<file path="config.mk">
export PLATFORM = sky130hd
export DESIGN_NAME = wtc_cache
export DESIGN_NICKNAME = d
export VERILOG_FILES = /design/src/rtl/wtc_pkg.sv /design/src/rtl/wtc_line_array.sv /design/src/rtl/wtc_ctrl.sv /design/src/rtl/wtc_cache.sv
export SDC_FILE = /design/constraint.sdc
export NUM_CORES = 1
export LEC_CHECK = 0
export BUFFER_PORTS_ARGS = -buffer_cell sky130_fd_sc_hd__buf_2
export CAP_MARGIN = 20
export CORE_MARGIN = 2
export CORE_UTILIZATION = 52
export DETAILED_ROUTE_END_ITERATION = 10
export PLACE_DENSITY = 0.76
export SYNTH_ARGS = -nofsm -noshare
export SYNTH_HDL_FRONTEND = slang
export SYNTH_SLANG_ARGS = --single-unit
</file>
<file path="constraint.sdc">
create_clock -name clk -period 2.4 [get_ports clk]
set_input_delay 0.12 -clock clk [delete_from_list [all_inputs] [get_ports clk]]
set_output_delay 0.12 -clock clk [all_outputs]
set_load 0.005 [all_outputs]
</file>
<file path="src/rtl/wtc_pkg.sv">
package wtc_pkg;

    // Default geometry of the cache
    localparam int unsigned WTC_ADDR_W  = 8;
    localparam int unsigned WTC_DATA_W  = 16;
    localparam int unsigned WTC_INDEX_W = 2;

    // Sequencer states
    typedef enum logic [2:0] {
        ST_IDLE,
        ST_CHECK,
        ST_ARB,
        ST_XFER,
        ST_RESP
    } ctl_state_e;

    // Line operation requested by the sequencer for its own access
    typedef enum logic [1:0] {
        OP_NONE,
        OP_FILL,
        OP_UPDATE
    } line_op_e;

    function automatic logic is_own_change(line_op_e op);
        return op != OP_NONE;
    endfunction

endpackage

</file>
<file path="src/rtl/wtc_line_array.sv">
module wtc_line_array
    import wtc_pkg::*;
#(
    parameter int unsigned INDEX_W = WTC_INDEX_W,
    parameter int unsigned TAG_W   = 6,
    parameter int unsigned DATA_W  = WTC_DATA_W
) (
    input  logic               clk,
    input  logic               rst,
    input  logic [INDEX_W-1:0] lk_idx,
    input  logic [TAG_W-1:0]   lk_tag,
    output logic               lk_hit,
    output logic [DATA_W-1:0]  lk_data,
    input  line_op_e           op,
    input  logic [INDEX_W-1:0] op_idx,
    input  logic [TAG_W-1:0]   op_tag,
    input  logic [DATA_W-1:0]  op_data,
    input  logic               snp_wr,
    input  logic [INDEX_W-1:0] snp_idx,
    input  logic [TAG_W-1:0]   snp_tag
);
    localparam int unsigned LINES = 1 << INDEX_W;

    logic [LINES-1:0] valid_w;
    logic [TAG_W-1:0] tag_w  [LINES];
    logic [DATA_W-1:0] data_w [LINES];

    for (genvar l = 0; l < LINES; l++) begin : g_line
        logic              v_q;
        logic [TAG_W-1:0]  t_q;
        logic [DATA_W-1:0] d_q;
        logic              own_sel;
        logic              snp_sel;

        assign own_sel = is_own_change(op) && (op_idx == INDEX_W'(l));
        assign snp_sel = snp_wr && (snp_idx == INDEX_W'(l)) && v_q && (t_q == snp_tag);

        always_ff @(posedge clk) begin
            if (rst) begin
                v_q <= 1'b0;
                t_q <= '0;
                d_q <= '0;
            end else if (own_sel) begin
                if (op == OP_FILL) begin
                    v_q <= 1'b1;
                    t_q <= op_tag;
                end
                d_q <= op_data;
            end else if (snp_sel) begin
                v_q <= 1'b0;
            end
        end

        assign valid_w[l] = v_q;
        assign tag_w[l]   = t_q;
        assign data_w[l]  = d_q;
    end

    assign lk_hit  = valid_w[lk_idx] && (tag_w[lk_idx] == lk_tag);
    assign lk_data = data_w[lk_idx];


    snoop_invalidates_chk: assert property (@(posedge clk) disable iff (rst)
        (snp_wr && !is_own_change(op) && valid_w[snp_idx] && tag_w[snp_idx] == snp_tag)
        |=> !valid_w[$past(snp_idx)]);

endmodule

</file>
<file path="src/rtl/wtc_ctrl.sv">
module wtc_ctrl
    import wtc_pkg::*;
#(
    parameter int unsigned ADDR_W = WTC_ADDR_W,
    parameter int unsigned DATA_W = WTC_DATA_W
) (
    input  logic              clk,
    input  logic              rst,
    input  logic              cpu_req,
    input  logic              cpu_we,
    input  logic [ADDR_W-1:0] cpu_addr,
    input  logic [DATA_W-1:0] cpu_wdata,
    output logic [DATA_W-1:0] cpu_rdata,
    output logic              cpu_done,
    input  logic              hit,
    input  logic [DATA_W-1:0] line_data,
    output logic [ADDR_W-1:0] req_addr,
    output line_op_e          op,
    output logic [DATA_W-1:0] op_data,
    output logic              bus_req,
    input  logic              bus_gnt,
    output logic              bus_valid,
    output logic              bus_we,
    output logic [DATA_W-1:0] bus_wdata,
    input  logic [DATA_W-1:0] mem_rdata
);
    ctl_state_e        state_q, state_d;
    logic              we_q;
    logic [ADDR_W-1:0] addr_q;
    logic [DATA_W-1:0] wdata_q;
    logic [DATA_W-1:0] rdata_q;
    logic              xfer_go;

    assign xfer_go = (state_q == ST_XFER) && bus_gnt;

    always_comb begin
        state_d = state_q;
        unique case (state_q)
            ST_IDLE:  if (cpu_req) state_d = ST_CHECK;
            ST_CHECK: state_d = (!we_q && hit) ? ST_RESP : ST_ARB;
            ST_ARB:   if (bus_gnt) state_d = ST_XFER;
            ST_XFER:  if (bus_gnt) state_d = ST_RESP;
            ST_RESP:  state_d = ST_IDLE;
            default:  state_d = ST_IDLE;
        endcase
    end

    always_comb begin
        op      = OP_NONE;
        op_data = we_q ? wdata_q : mem_rdata;
        if (xfer_go) begin
            if (!we_q)    op = OP_FILL;
            else if (hit) op = OP_UPDATE;
        end
    end

    always_ff @(posedge clk) begin
        if (rst) begin
            state_q <= ST_IDLE;
            we_q    <= 1'b0;
            addr_q  <= '0;
            wdata_q <= '0;
            rdata_q <= '0;
        end else begin
            state_q <= state_d;
            if (state_q == ST_IDLE && cpu_req) begin
                we_q    <= cpu_we;
                addr_q  <= cpu_addr;
                wdata_q <= cpu_wdata;
            end
            if (state_q == ST_CHECK) rdata_q <= line_data;
            if (xfer_go)             rdata_q <= we_q ? wdata_q : mem_rdata;
        end
    end

    assign req_addr  = addr_q;
    assign cpu_rdata = rdata_q;
    assign cpu_done  = (state_q == ST_RESP);
    assign bus_req   = (state_q == ST_ARB) || (state_q == ST_XFER);
    assign bus_valid = xfer_go;
    assign bus_we    = we_q;
    assign bus_wdata = wdata_q;


    read_hit_quiet_chk: assert property (@(posedge clk) disable iff (rst)
        (state_q == ST_CHECK && !we_q && hit) |=> (cpu_done && !bus_req));


    done_pulse_chk: assert property (@(posedge clk) disable iff (rst)
        cpu_done |=> !cpu_done);


    single_xfer_chk: assert property (@(posedge clk) disable iff (rst)
        bus_valid |=> !bus_valid);

endmodule

</file>
<file path="src/rtl/wtc_cache.sv">
module wtc_cache
    import wtc_pkg::*;
#(
    parameter int unsigned ADDR_W  = WTC_ADDR_W,
    parameter int unsigned DATA_W  = WTC_DATA_W,
    parameter int unsigned INDEX_W = WTC_INDEX_W
) (
    input  logic              clk,
    input  logic              rst,
    input  logic              cpu_req,
    input  logic              cpu_we,
    input  logic [ADDR_W-1:0] cpu_addr,
    input  logic [DATA_W-1:0] cpu_wdata,
    output logic [DATA_W-1:0] cpu_rdata,
    output logic              cpu_done,
    output logic              bus_req,
    input  logic              bus_gnt,
    output logic              bus_valid,
    output logic              bus_we,
    output logic [ADDR_W-1:0] bus_addr,
    output logic [DATA_W-1:0] bus_wdata,
    input  logic [DATA_W-1:0] mem_rdata,
    input  logic              snoop_valid,
    input  logic              snoop_we,
    input  logic [ADDR_W-1:0] snoop_addr
);
    localparam int unsigned TAG_W = ADDR_W - INDEX_W;

    logic [ADDR_W-1:0] req_addr;
    logic              hit;
    logic [DATA_W-1:0] line_data;
    line_op_e          op;
    logic [DATA_W-1:0] op_data;

    wtc_ctrl #(.ADDR_W(ADDR_W), .DATA_W(DATA_W)) u_ctrl (
        .clk       (clk),
        .rst       (rst),
        .cpu_req   (cpu_req),
        .cpu_we    (cpu_we),
        .cpu_addr  (cpu_addr),
        .cpu_wdata (cpu_wdata),
        .cpu_rdata (cpu_rdata),
        .cpu_done  (cpu_done),
        .hit       (hit),
        .line_data (line_data),
        .req_addr  (req_addr),
        .op        (op),
        .op_data   (op_data),
        .bus_req   (bus_req),
        .bus_gnt   (bus_gnt),
        .bus_valid (bus_valid),
        .bus_we    (bus_we),
        .bus_wdata (bus_wdata),
        .mem_rdata (mem_rdata)
    );

    wtc_line_array #(.INDEX_W(INDEX_W), .TAG_W(TAG_W), .DATA_W(DATA_W)) u_lines (
        .clk     (clk),
        .rst     (rst),
        .lk_idx  (req_addr[INDEX_W-1:0]),
        .lk_tag  (req_addr[ADDR_W-1:INDEX_W]),
        .lk_hit  (hit),
        .lk_data (line_data),
        .op      (op),
        .op_idx  (req_addr[INDEX_W-1:0]),
        .op_tag  (req_addr[ADDR_W-1:INDEX_W]),
        .op_data (op_data),
        .snp_wr  (snoop_valid && snoop_we),
        .snp_idx (snoop_addr[INDEX_W-1:0]),
        .snp_tag (snoop_addr[ADDR_W-1:INDEX_W])
    );

    assign bus_addr = req_addr;


    write_miss_no_alloc_chk: assert property (@(posedge clk) disable iff (rst)
        (bus_valid && bus_we && !hit) |=> !hit);


    grant_before_xfer_chk: assert property (@(posedge clk) disable iff (rst)
        $rose(bus_req) |-> !bus_valid);

endmodule

</file>
# Word level (Yosys, flattened, before mapping)

Cells that the tools add are included.
W data, S select, Z words.

Bits in registers: 136
Latch bits: 0
Word-level logic and storage cells: 112
Memory bits (writable): 0
Bits of input ports: 55
Output and inout bits: 44
ROM bits: 0
Memories kept: 0

Div/mod/pow operators: 0
Shifts and indexed selects: 0
Muxes and demuxes: 28
Reductions and logical operators: 41
Bitwise gates (word level): 1
$mul: 0
Eq/ne operators: 23
$lt $le $gt $ge: 2
Add/sub/neg operators: 0

Operators with widths:

| kind                 | number |
|---|---|
| $mux W16             | 5 |
| $bmux W16 S2         | 1 |
| $eq A6 B6 Y1         | 5 |
| $logic_and A1 B1 Y1  | 21 |
| $reduce_and A2 Y1    | 8 |
| $ne A2 B2 Y1 const B | 7 |
| $bmux W6 S2          | 1 |
| $mux W3              | 4 |
| $mux W6              | 2 |
| $pmux W3 S4          | 1 |
| $reduce_bool A2 Y1   | 6 |
| $mux W1              | 10 |
| $eq A2 B2 Y1 const B | 4 |
| $eq A2 B1 Y1 const B | 3 |
| $eq A3 B2 Y1 const B | 2 |
| $mux W2              | 3 |
| $logic_not A2 Y1     | 2 |
| $eq A3 B1 Y1 const B | 1 |
| $eq A3 B3 Y1 const B | 1 |
| $ge A3 B3 Y1 const B | 1 |
| $logic_not A3 Y1     | 1 |
| $lt A2 B3 Y1 const B | 1 |
| $not A2 Y3           | 1 |
| $reduce_and A3 Y1    | 1 |
| other kinds (3)      | 3 |

# Depth between registers and ports, before layout

Depth after elaboration: 13
Mapped depth: 10

# Hierarchy

A second synthesis with hierarchy kept.

Cell total of the unflattened synthesis: 726
Area total of the unflattened synthesis: 6381.1 um^2

By module, submodules not included:

| module         | area an instance (um^2) | cells each | instances | sequential area each (um^2) |
|---|---|---|---|---|
| wtc_line_array | 4310.4                  | 483        | 1         | 1841.8 |
| wtc_ctrl       | 2064.5                  | 242        | 1         | 880.8 |
| wtc_cache      | 6.3                     | 1          | 1         | 0.0 |

# Least setup slack after synthesis

OpenSTA, ideal clock, no wires.

Path type: reg2reg
From: register u_ctrl.addr_q[0], in the netlist u_ctrl.req_addr[0]
To: register u_lines.g_line[3].d_q[8]
Arrival: 2.524 ns
Period minus slack after synthesis: 2.613 ns
Buffers on the path: 2
Stages on the path, launching flop included: 9
Slack: -0.213 ns
Data required time: 2.311 ns
Setup time: 0.089 ns
Cell sequence: dfxtp_1 > mux4_2 > xnor2_1 > nand2_1 > or3_4 > or4_4 > buf_6 > buf_8 > a221oi_4

Word-level cells in the longest chain between the ends: 11

Ends and longest elaborated chain:

| element                                    | line                 | RTL |
|---|---|---|
| start, declared                            | wtc_ctrl.sv:29       | `logic [ADDR_W-1:0] addr_q;` |
| start signal, assigned                     | wtc_ctrl.sv:68       | `addr_q <= cpu_addr;` |
| $not A2 Y3 (not written as such)           | wtc_line_array.sv:59 | `assign lk_hit = valid_w[lk_idx] && (tag_w[lk_idx] == lk_tag);` |
| $bmux W6 S2                                | wtc_line_array.sv:59 |  |
| $mux W6 (not written as such) (2 in a row) | wtc_line_array.sv:59 |  |
| $eq A6 B6 Y1                               | wtc_line_array.sv:59 |  |
| $logic_and A1 B1 Y1                        | wtc_line_array.sv:59 |  |
| $mux W2                                    | wtc_ctrl.sv:53       | `else if (hit) op = OP_UPDATE;` |
| $mux W2                                    | wtc_ctrl.sv:52       | `if (!we_q) op = OP_FILL;` |
| $mux W2                                    | wtc_ctrl.sv:51       | `if (xfer_go) begin` |
| $reduce_bool A2 Y1                         | wtc_pkg.sv:25        | `return op != OP_NONE;` |
| $logic_and A1 B1 Y1 *                      | wtc_line_array.sv:35 | `assign own_sel = is_own_change(op) && (op_idx == INDEX_W'(l));` |
| end signal, assigned                       | wtc_line_array.sv:48 | `d_q <= op_data;` |
| end, declared                              | wtc_line_array.sv:31 | `logic [DATA_W-1:0] d_q;` |

Every way passes the cells marked *; elsewhere a longest branch is shown, timed or not. The select of a mux whose other input is x is not followed.
A chain may end at the register's enable or synchronous reset.

# Final worst setup path

From: register u_ctrl.addr_q[1], in the netlist u_ctrl.req_addr[1]
To: register u_lines.g_line[2].v_q

Word-level cells in the longest chain between the ends: 13

Ends and longest elaborated chain:

| element                                                                    | line                 | RTL |
|---|---|---|
| $not A2 Y3 (not written as such)                                           | wtc_line_array.sv:59 |  |
| $bmux W6 S2                                                                | wtc_line_array.sv:59 |  |
| $mux W6 (not written as such) (2 in a row)                                 | wtc_line_array.sv:59 |  |
| $eq A6 B6 Y1                                                               | wtc_line_array.sv:59 |  |
| $logic_and A1 B1 Y1                                                        | wtc_line_array.sv:59 |  |
| $mux W2                                                                    | wtc_ctrl.sv:53       |  |
| $mux W2                                                                    | wtc_ctrl.sv:52       |  |
| $mux W2                                                                    | wtc_ctrl.sv:51       |  |
| $reduce_bool A2 Y1                                                         | wtc_pkg.sv:25        |  |
| $logic_and A1 B1 Y1                                                        | wtc_line_array.sv:35 |  |
| $ne A2 B2 Y1 (no source line) / $reduce_bool A2 Y1 (equally long branches) | n/a                  |  |
| $reduce_and A2 Y1 (no source line)                                         | n/a                  |  |
| end signal, assigned                                                       | wtc_line_array.sv:40 | `v_q <= 1'b0;` |
| end signal, assigned                                                       | wtc_line_array.sv:45 | `v_q <= 1'b1;` |
| end signal, assigned                                                       | wtc_line_array.sv:50 | `v_q <= 1'b0;` |
| end, declared                                                              | wtc_line_array.sv:29 | `logic v_q;` |

Several ways; a longest one is shown, not always the timed one. The select of a mux whose other input is x is not followed.

==> out/results.env <==
OUTCOME='finished, violations left'
VIOLATIONS='setup timing'
END_KIND='flop'
GLOBALROUTEOVERFLOWTOTAL=0
LAYOUT.CORE_UTILIZATION=0.712
CLOCK_TREE.HTREE_LEVEL_COUNT=4
INITIAL_CORE_UTILIZATION=0.528
FINAL.SETUP.WORST_SLACK_NS=-0.296
YOSYS.AREA.TOP_TYPE='dfxtp_1'
WORSTHOLDSTART='bus_gnt'
ASYNC_RESET_FF_FRAC=0
SYNTH.NET_COUNT=814
MAXIMUM_CLOCK_PATH_BUFFER_COUNT=2
CLK_TRANSITION_REPORTED_PATHS_NS=0.06
PLACE.GP.CONGESTION=0.932
CLOCK_TREE.ROOT_CELL='clkbuf_16'
NUMPORTBUFFERS=98
CP_MAX_FO=8
SETUP.REG_TO_REG.WORST_SLACK_NS=-0.30
PLACE_HPWL_UM=13800
CELLLEAKAGEPOWER_nW=3.22
ROUTE.DETAILED.WL_PER_INST_UM=22.0
CRIT_SLOWEST_CELL='dfxtp_4'
AREA_GROWTH_SYNTH_TO_FINISH_PCT=35.0
RSZ_0062_RAISED_AFTER_GLOBAL_ROUTING='yes'
WORSTSETUPSTARTPOINTTYPE='flop'
WHS_NS=0.0395
SLEW_VIOL_FINAL=0
SYNTH.DISTINCT_CELLS=47
IOS=99
PLACEMENT_ROWS=41
PLACEMENT.CELL_AREA_UM2=7620
FINAL_COMMON_CELL='dfxtp_1'
CRITICAL_PATH.N_BUFFERS_INVERTERS=4
WORST_SETUP_PATH_STARTPOINT='u_ctrl.req_addr[1]'
CLKLATENCYLATEPIN_NS=0.42
FINAL_NETS=962
DESIGN.CORE.AREA_UM2=12500
CP_TOP_FAMILY='buffers and inverters'
ROUTE.DETAILED.DRC=0
SYNTH_TOP_AREA_FRAC=0.412
LAYOUT-DRIVE-GT1-SHARE=0.342
TRANSITION_TIME_AT_THE_PIN_WITH_THE_LEAST_SLEW_MARGIN_NS=0.727
FIN_WORST_SKEW_NS=0.00532
FINAL.MIN_CLOCK_PERIOD_NS=2.70
SYNTH.CELL_AREA_UM2=6610
ROUTED-VIA-COUNT=7073
ANTENNA-DIODE-COUNT=0
DRT-PASS1-ITER-COUNT=6
DIE_WIDTH_UM=117
MAX_FREQ_GHz=0.371
SYNTHTOPCELLSBYAREA='dfxtp_1 (41%), a21oi_1 (7.2%), nand2_1 (7.1%), mux4_2 (6.8%), a221oi_1 (5.0%)'
CP_SLOWEST_STAGE_DELAY_NS=0.41
AVGSYNTHCELLAREA_UM2=8.70
POSTLAYOUTCELLAREA_UM2=8920
SEQUENTIAL_TO_TOTAL_AREA_SHARE_FROM_YOSYS_STAT=0.412
DRT-VIAS-PER-INSTANCE=6.49
SYNTH-SEQ-CELLS=136
CRIT-REG2REG-LAUNCH='u_ctrl.req_addr[1]'
ANTENNA_FOUND_INITIAL=0
REPORT.FINAL.HOLD_VIOL_COUNT=0
POWER.DENSITY_nW_PER_UM2=630
SETUP_TNS_NS=-12.37
FIRST_GLOBAL_VIAS=6598
ANT_NETS=0
CRIT_REQUIRED_NS=2.72
CRIT_PATH_FREQUENT_CELL='buf_4'
CRIT_ARRIVAL_NS=3.02
TOP_LIBRARY_CELLS_BY_USAGE_IN_THE_LAYOUT_FILL_AND_TAPS_ASIDE='dfxtp_1 (134), nand2_1 (124), buf_2 (97)'
FIRST_ITER_VIOLATIONS=982
POST-ROUTE-PERIOD-UTIL=1.12
PEAKVDDDROP_mV=0.545
WORST_SLEW_MARGIN_REL=0.514
CTS_SINKS=136
CP_CELL_SEQUENCE='buf_6, mux2i_4, mux2_4, o221ai_4, buf_4, and2_4, nand4_1, buf_4, buf_4, a211oi_1'
HOLD_CRIT_PATH_TYPE='in2reg'
YS.WARNINGS.COUNT=0
GRT_MAX_DEGREE=50
TOTAL_DETAILED_ROUTING_WIRELENGTH_UM=24000
NETLIST_INSTANCES=759
WORST-SETUP-PATH-TYPE='reg2reg'
DIE-AREA_UM2=13600
TRITONCTS='yes'
DIE_HEIGHT_UM=117
DRV.MAX_CAP_VIOLATION_COUNT=0
NUMBER_OF_CLOCK_BUFFERS_INSERTED_BY_TRITONCTS=17
DOMINANTREGCELLSYNTH='dfxtp_1'
GRT_PASS1_WL_UM=34000
SYNTH_EDF_COUNT=0
FILLER_CELL_COUNT=850
SETUP_VIOL_COUNT_FINAL=67
GRT_UTIL_ALL_LAYERS=0.329
## registers in the layout (all words and copies together) (netlist names)
signal / cells
u_ctrl.cpu_rdata: 16
u_lines.g_line.d_q: 64
u_ctrl.state_q: 3
u_ctrl.req_addr: 8
u_lines.g_line.t_q: 24
u_ctrl.bus_we: 1
u_ctrl.bus_wdata: 16
u_lines.g_line.v_q: 4
## tightest hold or removal path, delay by kind of cell
family / cells / cell delay (ns)
buffers and inverters: 1 / 0.13
AO/OA/AOI/OAI: 1 / 0.13
AND/OR/NAND/NOR: 1 / 0.04
## worst paths after layout
path / end / cells past startpoint
worst max-delay path: u_lines.g_line[2].v_q / 10
worst min-delay path: u_ctrl.state_q[0] / 3
worst max register to register: u_lines.g_line[2].v_q / 10
worst min register to register: u_ctrl.bus_wdata[4] / 2
## cell type report
cell class              instances  area, um^2  share of cell area
repair buffers                201        1440               0.161
inverters                      18        67.6             0.00758
clock buffers                  19         453              0.0508
clock inverters                11         101              0.0114
multi-input cells             533        3910               0.439
well taps                     172         215              0.0241
flip-flops and latches        136        2730               0.306
## logic make-up after synthesis
logic type,count (synthesis),share of synthesized area
buffers and inverters,92,0.0578
DFF,136,0.412
xor gates and xnor gates,27,0.0358
AOI/OAI and AO/OA,205,0.216
muxes,49,0.116
and+or+nand+nor,250,0.162
## Yosys cell counts (all sizes together), types with 16 or more instances
master  count
dfxtp     136
nand2     125
a21oi      95
nor2       79
clkbuf     58
a221oi     48
mux2       21
mux4       20
inv        18
xnor2      18
o21ai      17
a22oi      16
buf        16
o311ai     16
## routing by layer
metal  track usage  vias up  part of all wire
met3        0.0789      152              0.12
met4         0.149        0             0.052
met1         0.419     3326              0.37
li1              -     3039                 -
met2         0.529      556              0.46
met5             0        -                 0
## through the flow
step / total power [mW] / cells / setup WS [ns]
2_1_floorplan: 2.76 / 759 / -0.168
3_3_place_gp: 3.01 / 1024 / -0.176
3_5_place_dp: 3.03 / 1024 / -0.299
4_1_cts: 5.53 / 1087 / -0.163
5_1_grt: 5.75 / 1090 / -0.380
6_report: 5.62 / 1090 / -0.296
## power breakdown
| part | total, mW | switching (mW) | internal, mW |
|---|---|---|---|
| sequential | 2.36 | 0.0518 | 2.31 |
| combinational | 0.786 | 0.473 | 0.313 |
| clock | 2.47 | 1.01 | 1.47 |
## what timing repair did
item,CTS,global route
gates cloned,3,3
gates resized for setup,54,45
setup endpoints to repair,69,69
pin swaps,7,5
endpoints found under the hold margin,25,0
hold buffers,25,0
buffers inserted,5,2
No activity file was read; power rests on OpenSTA's default activity.
